--- src/rtl/rcl_pkg.sv ---
`timescale 1ns/1ps
package rcl_pkg;
   typedef enum logic {
      ST_LIVE = 1'b0,
      ST_LOST = 1'b1
   } rcl_state_e;

   typedef enum logic {
      CS_LINE = 1'b0,
      CS_REF  = 1'b1
   } clk_src_e;
endpackage

--- src/rtl/rcl_zero_run.sv ---
`timescale 1ns/1ps
// Counts consecutive accepted zeros, saturating at the selected limit.
module rcl_zero_run #(
   parameter int unsigned SHORT_RUN = 192,
   parameter int unsigned LONG_RUN  = 2048,
   parameter int unsigned FLAG_RUN  = 16
) (
   input  logic clk,
   input  logic rst_n,
   input  logic bit_en,
   input  logic rx_bit,
   input  logic thr_sel,
   output logic run_hit,
   output logic flag_hit
);
   localparam int unsigned CW = $clog2(LONG_RUN + 1);

   if (SHORT_RUN >= LONG_RUN) begin : g_bad_order
      $error("rcl_zero_run: SHORT_RUN must be below LONG_RUN");
   end
   if (FLAG_RUN == 0 || FLAG_RUN >= SHORT_RUN) begin : g_bad_flag
      $error("rcl_zero_run: FLAG_RUN must lie in 1..SHORT_RUN-1");
   end

   logic [CW-1:0] run_q;
   logic [CW-1:0] limit;
   logic [CW:0]   run_inc;
   logic          zero_in;

   assign limit    = thr_sel ? CW'(LONG_RUN) : CW'(SHORT_RUN);
   assign run_inc  = {1'b0, run_q} + (CW+1)'(1);
   assign zero_in  = bit_en & ~rx_bit;
   assign run_hit  = zero_in && (run_inc >= {1'b0, limit});
   assign flag_hit = zero_in && (run_q == CW'(FLAG_RUN - 1));

   always_ff @(posedge clk or negedge rst_n) begin
      if (!rst_n) begin
         run_q <= '0;
      end else if (bit_en) begin
         if (rx_bit) begin
            run_q <= '0;
         end else if (run_q < limit) begin
            run_q <= run_inc[CW-1:0];
         end
      end
   end
endmodule

--- src/rtl/rcl_density_win.sv ---
`timescale 1ns/1ps
// Ones-density check over consecutive fixed blocks while loss is active.
module rcl_density_win #(
   parameter int unsigned WIN_LEN  = 112,
   parameter int unsigned WIN_ONES = 14
) (
   input  logic clk,
   input  logic rst_n,
   input  logic active,
   input  logic bit_en,
   input  logic rx_bit,
   output logic restore
);
   localparam int unsigned PW = $clog2(WIN_LEN);
   localparam int unsigned OW = $clog2(WIN_ONES + 1);

   if (WIN_LEN < 2) begin : g_bad_len
      $error("rcl_density_win: WIN_LEN must be at least 2");
   end
   if (WIN_ONES == 0 || WIN_ONES > WIN_LEN) begin : g_bad_ones
      $error("rcl_density_win: WIN_ONES must lie in 1..WIN_LEN");
   end

   logic [PW-1:0] pos_q;
   logic [OW-1:0] ones_q;
   logic          last_bit;
   logic          enough;

   assign last_bit = (pos_q == PW'(WIN_LEN - 1));
   assign enough   = rx_bit ? (ones_q >= OW'(WIN_ONES - 1))
                            : (ones_q >= OW'(WIN_ONES));
   assign restore  = active && bit_en && last_bit && enough;

   always_ff @(posedge clk or negedge rst_n) begin
      if (!rst_n) begin
         pos_q  <= '0;
         ones_q <= '0;
      end else if (!active) begin
         pos_q  <= '0;
         ones_q <= '0;
      end else if (bit_en) begin
         if (last_bit) begin
            pos_q  <= '0;
            ones_q <= '0;
         end else begin
            pos_q <= pos_q + PW'(1);
            if (rx_bit && ones_q != OW'(WIN_ONES)) begin
               ones_q <= ones_q + OW'(1);
            end
         end
      end
   end
endmodule

--- src/rtl/rcl_state.sv ---
`timescale 1ns/1ps
// Loss state register, change pulse and registered run flag.
module rcl_state
   import rcl_pkg::*;
(
   input  logic clk,
   input  logic rst_n,
   input  logic declare,
   input  logic restore,
   input  logic flag_in,
   output logic lost,
   output logic chg,
   output logic flag_out
);
   rcl_state_e state_q, state_d;

   always_comb begin
      state_d = state_q;
      unique case (state_q)
         ST_LIVE: if (declare) state_d = ST_LOST;
         ST_LOST: if (restore) state_d = ST_LIVE;
         default: state_d = ST_LIVE;
      endcase
   end

   always_ff @(posedge clk or negedge rst_n) begin
      if (!rst_n) begin
         state_q  <= ST_LIVE;
         chg      <= 1'b0;
         flag_out <= 1'b0;
      end else begin
         state_q  <= state_d;
         chg      <= (state_d != state_q);
         flag_out <= flag_in;
      end
   end

   assign lost = (state_q == ST_LOST);
endmodule

--- src/rtl/rcl_monitor.sv ---
`timescale 1ns/1ps
module rcl_monitor
   import rcl_pkg::*;
#(
   parameter int unsigned SHORT_RUN = 192,
   parameter int unsigned LONG_RUN  = 2048,
   parameter int unsigned FLAG_RUN  = 16,
   parameter int unsigned WIN_LEN   = 112,
   parameter int unsigned WIN_ONES  = 14
) (
   input  logic clk,
   input  logic rst_n,
   input  logic bit_en,
   input  logic rx_bit,
   input  logic thr_sel,
   output logic loss_o,
   output logic loss_chg_o,
   output logic zero16_o,
   output logic clk_sel_o
);
   logic run_hit;
   logic flag_hit;
   logic restore;
   logic lost;

   rcl_zero_run #(
      .SHORT_RUN (SHORT_RUN),
      .LONG_RUN  (LONG_RUN),
      .FLAG_RUN  (FLAG_RUN)
   ) u_run (
      .clk      (clk),
      .rst_n    (rst_n),
      .bit_en   (bit_en),
      .rx_bit   (rx_bit),
      .thr_sel  (thr_sel),
      .run_hit  (run_hit),
      .flag_hit (flag_hit)
   );

   rcl_density_win #(
      .WIN_LEN  (WIN_LEN),
      .WIN_ONES (WIN_ONES)
   ) u_win (
      .clk     (clk),
      .rst_n   (rst_n),
      .active  (lost),
      .bit_en  (bit_en),
      .rx_bit  (rx_bit),
      .restore (restore)
   );

   rcl_state u_state (
      .clk      (clk),
      .rst_n    (rst_n),
      .declare  (run_hit),
      .restore  (restore),
      .flag_in  (flag_hit),
      .lost     (lost),
      .chg      (loss_chg_o),
      .flag_out (zero16_o)
   );

   assign loss_o    = lost;
   assign clk_sel_o = lost ? CS_REF : CS_LINE;
endmodule

--- config.mk ---
export PLATFORM = sky130hd
export DESIGN_NAME = rcl_monitor
export DESIGN_NICKNAME = d
export VERILOG_FILES = /design/src/rtl/rcl_pkg.sv /design/src/rtl/rcl_zero_run.sv /design/src/rtl/rcl_density_win.sv /design/src/rtl/rcl_state.sv /design/src/rtl/rcl_monitor.sv
export SDC_FILE = /design/constraint.sdc
export NUM_CORES = 1
export LEC_CHECK = 0
export ABC_AREA = 1
export BUFFER_PORTS_ARGS = -buffer_cell sky130_fd_sc_hd__buf_2
export CAP_MARGIN = 30
export CORE_AREA = 2 2 81 76
export CTS_CLUSTER_SIZE = 8
export DETAILED_ROUTE_END_ITERATION = 8
export DIE_AREA = 0 0 83 78
export PLACE_DENSITY = 0.57
export SKIP_LAST_GASP = 1
export SYNTH_ARGS = -nofsm -noshare
export SYNTH_HDL_FRONTEND = slang
export SYNTH_SLANG_ARGS = --single-unit
export TNS_END_PERCENT = 100
--- constraint.sdc ---
create_clock -name clk -period 1.77 [get_ports clk]
set_input_delay 0.354 -clock clk [delete_from_list [all_inputs] [get_ports clk]]
set_output_delay 0.354 -clock clk [all_outputs]
set_load 0.05 [all_outputs]
==> run summary, run 1 <==
The category of the worst setup path capture point is a register. Clock latency on the worst-skew pair, taken at its later pin, is 0.27 ns. The fraction of layout instances using a drive strength above 1 is 0.195.

After routing the design area is 2040 sq um. The count of vias placed by the detailed router is 1446. The first-pass iteration count of the detailed router is 4. The number of nets produced by synthesis is 229. The number of warnings printed during yosys synthesis is 0. The via count of the first global-routing pass is 1363. STA classifies the critical path startpoint as a register. The arrival time of data at the critical path endpoint came out at 2.31 ns. The total placed instance area is 1910 sq um. Summed over all layers, the routed wires come to 3.61 mm.

Sorting the synthesized cells by area gives the leading types as dfrtp_1, nand2_1, ha_1, inv_1, nand3_1. After filler insertion, the fill cell instance count of the layout stands at 582. Setup repair after global routing could not meet its margin everywhere. The critical path required time came out at 1.99 ns. The post-synthesis to final-layout area growth came out at 24.3%.

The highest ir drop seen on vdd is 0.000528 V. The endpoint identified for the worst register-to-register timing path is u_state.chg. The area occupied by registers came out at 651 sq um.

The post-CTS clock slew at the launch and capture registers of the worst setup and hold paths came out at 0.09 ns. The detailed route wirelength on metal3 came out at 108 microns. The post-detailed-route wirelength per cell came out at 11.3 microns. The number of distinct library cells after synthesis came out at 23.

For this run, design rule violations remaining after detail routing come to 0. The floorplan die area is 6470 sq um. Final hold analysis gives a worst-case slack of 0.0686 ns.

The mapped netlist covers 1640 sq um. The final cell count without fillers came out at 321. The final net count is 268. In this run the count of I/O pins placed on the die edge is 9. The multi-input combinational cells in the finished layout cover a total of 856 sq um. The longest clock path from root to sink contains 2 buffers. The area inside the core boundary came out at 5560 sq um. The mean post-synth cell area is 7.69 sq um. The headroom to the max-slew limit is 0.605. Dividing the detail-routed via count by the number of cells gives 4.50. The starting density of the core is 0.294.

The CTS tree is done. The register area share after synthesis came out at 0.397. The initial detailed-routing violation count is 52.

The number of nets still failing antenna checks after routing came out at 0. Measured in cells, the most critical reg-to-reg path has a length of 16. The post-synthesis cell count is 213. The cell type contributing the most total cell area after synthesis is dfrtp_1.

The flow ran to the end, but the final reports show violations. The final reports fail on negative setup slack. The count of buffers inserted at the top-level ports came out at 8.

The final count of pins violating max slew came out at 0. The cell area power density is 788 nW/um^2. For this design the static power due to leakage is 1.02 nW. The congestion estimate from routability-driven global placement came to 0.830. The sum of routed wire segments on met1 came out at 1.87 mm.

The setup skew after layout came out at 0.00510 ns. The critical path is of the register to register type. The count of state elements after synthesis is 26. The min-delay analysis places its worst path in the category primary input to async pin. Across the run, the number of max-cap violations was 0. The wire length on met2 is 1.58 mm.

Summed over all layers, the global routing overflow is 0. The number of endpoints failing setup at the final stage came out at 2. Counting the buffers created by CTS gives 3. The standard-cell row count is 26.

The highest layer touched by signal routing is met4. In the post-route analysis, the smallest setup slack over all paths is -0.319 ns. CTS built an H-tree with a depth of 1. The buffer cell driving the clock tree root is clkbuf_8. The number of clock sinks is 26.

The y dimension of the die came out at 78 microns. The slew at the pin closest to its max-slew limit is 0.592 ns. The final count of hold timing violations came out at 0. The routed design could run at a clock period as short as 2.09 ns.

The maximum fanout count along the critical path came out at 3. The register-to-register setup slack came out at -0.32 ns. The first global-routing pass estimated 6.24 mm of wire. The pin count of the biggest net entering global routing is 27. 0 antenna diodes ended up in the layout. The ratio of final minimum period to clock period is 1.18. The horizontal die dimension came out at 83 microns. The share of Yosys cell area claimed by the top area cell type is 0.397. The cell count after placement is 308. The worst register-to-register path begins at u_run.run_q[0].

The top achievable clock speed came out at 479 MHz. The number of antenna violations at the first check in global routing came out at 0. Summed over all nets, the half-perimeter wirelength after detailed placement is 2.73 mm. The total global routing track utilization came out at 0.119.
[logic make-up (layout without fill, tap and decap cells)]
| kind of cell | count (synthesis) | count (layout) | synth area share |
|---|---|---|---|
| fa+ha+maj | 11 | 11 | 0.0840 |
| buf+inv | 34 | 72 | 0.0833 |
| compound gates | 26 | 26 | 0.0917 |
| flops | 26 | 26 | 0.397 |
| simple gates | 106 | 106 | 0.290 |
| xor+xnor | 9 | 9 | 0.0481 |
| mux | 1 | 1 | 0.00611 |
[flip-flops by register name, indices dropped and copies added (netlist names)]
register / cells
u_state.chg: 1
u_win.pos_q: 7
u_win.ones_q: 4
u_state.lost: 1
u_state.flag_out: 1
u_run.run_q: 12
[per-stage QoR]
stage / power (mW) / util / TNS [ns] / setup slack, ns
2_1_floorplan: 1.07 / - / -0.285 / -0.143
6_report: 1.60 / 0.366 / -0.638 / -0.319
4_1_cts: 1.61 / 0.361 / -0.519 / -0.261
3_5_place_dp: 1.18 / 0.343 / -0.524 / -0.264
3_3_place_gp: 1.18 / 0.343 / -0.374 / -0.189
5_1_grt: 1.73 / 0.366 / -1.04 / -0.524
[synth_stat cells, drive strengths merged]
cell / number
dfrtp: 26
ha: 11
o21bai: 1
buf: 3
inv: 31
nand2: 56
o2111ai: 1
o21ai: 11
a21oi: 5
nor2: 16
nor3: 7
o22ai: 8
nand4: 3
nand3: 23
xor2: 9
mux2i: 1
nor3b: 1
[report_power, final]
| part | internal (mW) | switching (mW) |
|---|---|---|
| Combinational | 0.166 | 0.286 |
| Sequential | 0.667 | 0.0926 |
| Clock | 0.199 | 0.193 |
[how the worst max path moves through the flow]
stage | startpoint | to | cells past startpoint
after detailed placement | u_run.run_q[1] | u_state.chg | 16
after CTS | u_run.run_q[0] | u_state.chg | 16
final | u_run.run_q[0] | u_state.chg | 16
after global placement | u_run.run_q[1] | u_state.chg | 16
after floorplan | u_run.run_q[0] | u_state.chg | 16
after global routing | u_run.run_q[0] | u_state.chg | 16
[what timing repair did]
item | 4_1_cts | 5_1_grt
gates resized for setup | 0 | 1
setup endpoints to repair | 2 | 3
buffers inserted | 6 | 3
hold buffers | 0 | 0
pin swaps | 2 | 1
[worst max-delay path, cell delays in order (launching register included)]
cell	delay (ns)
dfrtp_1	0.41
ha_2	0.21
nand3_2	0.11
nor2_4	0.11
xor2_1	0.16
inv_1	0.09
ha_1	0.29
nand2_1	0.05
nor2_1	0.09
nand3_1	0.09
nor2_1	0.09
nand2_1	0.07
nand2_1	0.07
nand2_1	0.05
nand2_1	0.06
nand2_1	0.06
nand2_1	0.05
[cells in the final DEF (no fill, tap or decap), drive strengths merged]
cell type  count
nor3b          1
nor2          16
o21ai         11
nand4          3
dfrtp         26
buf           37
o2111ai        1
nor3           7
o21bai         1
nand2         56
nand3         23
xor2           9
a21oi          5
o22ai          8
ha            11
inv           31
clkbuf         4
mux2i          1
[layer usage]
metal | up-vias | track usage
li1 | 767 | -
met1 | 653 | 0.162
met2 | 22 | 0.191
met3 | 4 | 0.0181
met4 | 0 | 0.0443
met5 | - | 0
[layout make-up]
class / count / area share
multi-input combinational: 153 / 0.420
sequential: 26 / 0.320
timing repair buffer: 37 / 0.133
inverter: 31 / 0.0572
tap: 70 / 0.0430
clock buffer: 4 / 0.0270
Note: power is estimated with default switching activity, not from simulation.
==> run 2: changes to the inputs <==
--- a/config.mk
+++ b/config.mk
@@ -8,10 +8,10 @@
 export ABC_AREA = 1
 export BUFFER_PORTS_ARGS = -buffer_cell sky130_fd_sc_hd__buf_2
 export CAP_MARGIN = 30
-export CORE_AREA = 2 2 81 76
+export CORE_AREA = 4 4 83 78
 export CTS_CLUSTER_SIZE = 8
 export DETAILED_ROUTE_END_ITERATION = 8
-export DIE_AREA = 0 0 83 78
+export DIE_AREA = 0 0 87 82
 export PLACE_DENSITY = 0.57
 export SKIP_LAST_GASP = 1
 export SYNTH_ARGS = -nofsm -noshare
==> run summary, run 2 (synthesis results as in run 1) <==
The number of nets still failing antenna checks after routing is 0 (unchanged). The total global routing track utilization is 0.118 (-0.000731). The final count of pins violating max slew was 0 (unchanged). The wire length reported by the detailed router is 3.84 mm (+6.2%). met2 is the most crowded layer. The ratio of final minimum period to clock period came out at 1.16 (-0.0240).

The cell area power density is 825 nW/um^2 (+4.8%). The area growth from synthesis to layout is 28.6%. The detailed-placement wirelength estimate is 2.83 mm (+3.7%). The count of H-tree levels built during CTS is 1 (unchanged). Leaving out fill and tap cells, the most frequent cell in the layout is nand2_1.

The number of hold buffers added after CTS came to 0 (unchanged). The worst setup slack after placement is -0.261 ns (+0.00270 ns). The number of top-level design ports came out at 9 (unchanged). The clock latency reported for the late side of the worst-skew pair came to 0.28 ns (about the same). The y dimension of the die came to 82 microns (+5.1%).

The starting density of the core came to 0.294 (unchanged). The register-to-register setup slack is -0.28 ns (+0.04 ns). The number of flip-flops under the largest register name is 12 (unchanged). The root buffer cell chosen for the clock tree is clkbuf_8. The maximum fanout count along the critical path was 3 (unchanged).

The final count of hold timing violations came to 0 (unchanged). The first-pass iteration count of the detailed router was 4 (unchanged). The number of clock sinks is 26 (unchanged). STA classifies the critical path endpoint as a register. Walking the worst path, the cells encountered are ha_2 -> nand3_4 -> nor2_4 -> xor2_1 -> inv_1 -> ha_1 -> nand2_1 -> nor2_1 -> nand3_1 -> nor2_1 -> nand2_1 -> nand2_1 -> nand2_1 -> nand2_1 -> nand2_2 -> nand2_2. The area inside the core boundary came to 5560 sq um (unchanged). In the layout the commonest cells are nand2_1, inv_1, buf_4. The delay of the slowest critical-path stage came out at 0.40 ns (about the same). The slew at the pin closest to its max-slew limit came out at 0.605 ns (+0.0127 ns).

The count of buffers inserted at the top-level ports came out at 8 (unchanged). The final critical delay including setup and external delays came out at 2.05 ns (-0.0424 ns). The pin count of the biggest net entering global routing came out at 27 (unchanged).

The count of maximum capacitance violations is 0 (unchanged). The worst path buffer plus inverter count is 1 (unchanged). The met1 global-route usage is 0.162 (-0.000257). The buffer levels on the longest clock path is 2 (unchanged). The headroom to the max-slew limit is 0.597 (-0.00847).

The worst register-to-register path ends at u_state.lost. The first-pass GRT wire length came out at 6.59 mm (+5.6%). Setup repair after global routing could not meet its margin everywhere. The total global routing overflow is 0 (unchanged). The arrival time of data at the critical path endpoint is 2.27 ns (-0.04 ns). The fraction of layout instances using a drive strength above 1 came out at 0.221 (+0.0261). The path class of the tightest hold or removal check is primary input to async pin. The CTS buffer count is 3 (unchanged). The count of vias placed by the detailed router came out at 1482 (+2.5%). The final net count was 270 (+0.75%).

The number of antenna violations at the first check in global routing came out at 0 (unchanged). The routability congestion estimate from global placement is 0.878 (+5.8%). The run finished, with violations left. The top achievable clock speed was 489 MHz (+2.1%). The number of endpoints failing setup at the final stage is 2 (unchanged). Tracing the worst setup path back leads to its startpoint at u_run.run_q[1].

The critical path required time is 2.00 ns (about the same). TritonCTS built the clock tree. The post-detailed-route wirelength per cell came out at 11.9 microns (+5.5%). The ratio of routed vias to standard cells is 4.59 (+1.9%). The most numerous cell type found on the critical path is nand2_1.

The setup skew after layout came out at 0.00473 ns (-0.000366 ns). The logic depth of the worst register-to-register path came out at 16 (unchanged). The met3 usage came to 0.0201 (+0.00198). The DRC violation count after routing was 0 (unchanged). The global routing met2 resource utilization is 0.188 (-0.00297). The largest register by flop count is u_run.run_q. The horizontal die dimension is 87 microns (+4.8%). The initial detailed-routing violation count came out at 66 (+27%). The smallest setup slack after layout came to -0.277 ns (+0.0424 ns). The power consumption is 1.74 mW (+8.4%). The largest registers in the layout are u_run.run_q: 12 flops, u_win.pos_q: 7 flops, u_win.ones_q: 4 flops. The beginning of the worst register-to-register path is u_run.run_q[1]. The highest ir drop seen on vdd is 0.000467 V (-12%). The via count of the first global-routing pass is 1444 (+5.9%). The standard-cell row count came out at 26 (unchanged). The post-CTS clock slew at the launch and capture registers of the worst setup and hold paths was 0.10 ns (about the same). The number of diodes was 0 (unchanged).

The critical path in this run is classified as register to register. On the critical path, the stage with the largest delay is an instance of dfrtp_1. The checks that failed: negative setup slack. The largest delay contributor family on the critical path is simple AND/OR/NAND/NOR gates.

The static power due to leakage is 1.03 nW (+1.9%). The worst setup path is launched from a register. The floorplan die area was 7130 sq um (+10%).
-- run 2: power breakdown --
| group | switching [mW] | internal, mW | total (mW) |
|---|---|---|---|
| logic | 0.293 | 0.170 | 0.463 |
| registers | 0.0945 | 0.667 | 0.761 |
| clock network | 0.212 | 0.303 | 0.515 |
| total | 0.599 | 1.14 | 1.74 |
-- run 2: how the worst max path moves through the flow --
stage | endpoint | slack, ns | cells past startpoint
floorplan | u_state.chg | -0.14 | 16
global route | u_state.chg | -0.44 | 16
detailed placement | u_state.lost | -0.26 | 16
CTS | u_state.lost | -0.24 | 16
global placement | u_state.chg | -0.20 | 16
finish | u_state.lost | -0.28 | 16
-- run 2: final cells by class --
| cell class | count | area, sq um |
|---|---|---|
| Multi-Input combinational cell | 153 | 883 |
| Inverter | 31 | 116 |
| Timing Repair Buffer | 39 | 298 |
| Sequential cell | 26 | 651 |
| Tap cell | 70 | 87.6 |
| Clock inverter | 1 | 30.0 |
| Fill cell | 554 | 3460 |
| Clock buffer | 3 | 41.3 |
-- run 2: timing repair --
item	4_1_cts	5_1_grt
pin swaps	4	7
cloned	0	0
resized for setup	0	7
setup endpoints to repair	2	6
buffers inserted	6	5
-- run 2: worst reg2reg max path: cells and delay by family, from the launching register on --
family / cells / cell delay (ns)
xor gates and xnor gates: 1 / 0.15
and+or+nand+nor: 12 / 0.88
adders and majority gates: 2 / 0.50
buffers and inverters: 1 / 0.08
DFF: 1 / 0.40
-- run 2: per-layer routing --
layer | wire, microns | share of wire | vias up
met5 | 0 | 0 | -
met4 | 52 | 0.014 | 0
met3 | 192 | 0.050 | 4
met2 | 1690 | 0.44 | 26
met1 | 1900 | 0.49 | 675
li1 | - | - | 777
-- run 2: per-stage QoR --
stage | instance area, sq um | util | hold slack (ns) | std cells | setup TNS, ns
final | 2110 | 0.379 | 0.0743 | 323 | -0.552
after global routing | 2110 | 0.379 | 0.124 | 323 | -0.893
after CTS | 2040 | 0.367 | 0.0964 | 318 | -0.471
after detailed placement | 1920 | 0.346 | 0.405 | 308 | -0.522
after global placement | 1920 | 0.346 | 0.405 | 308 | -0.391
after floorplan | 1640 | - | 0.0584 | 213 | -0.285
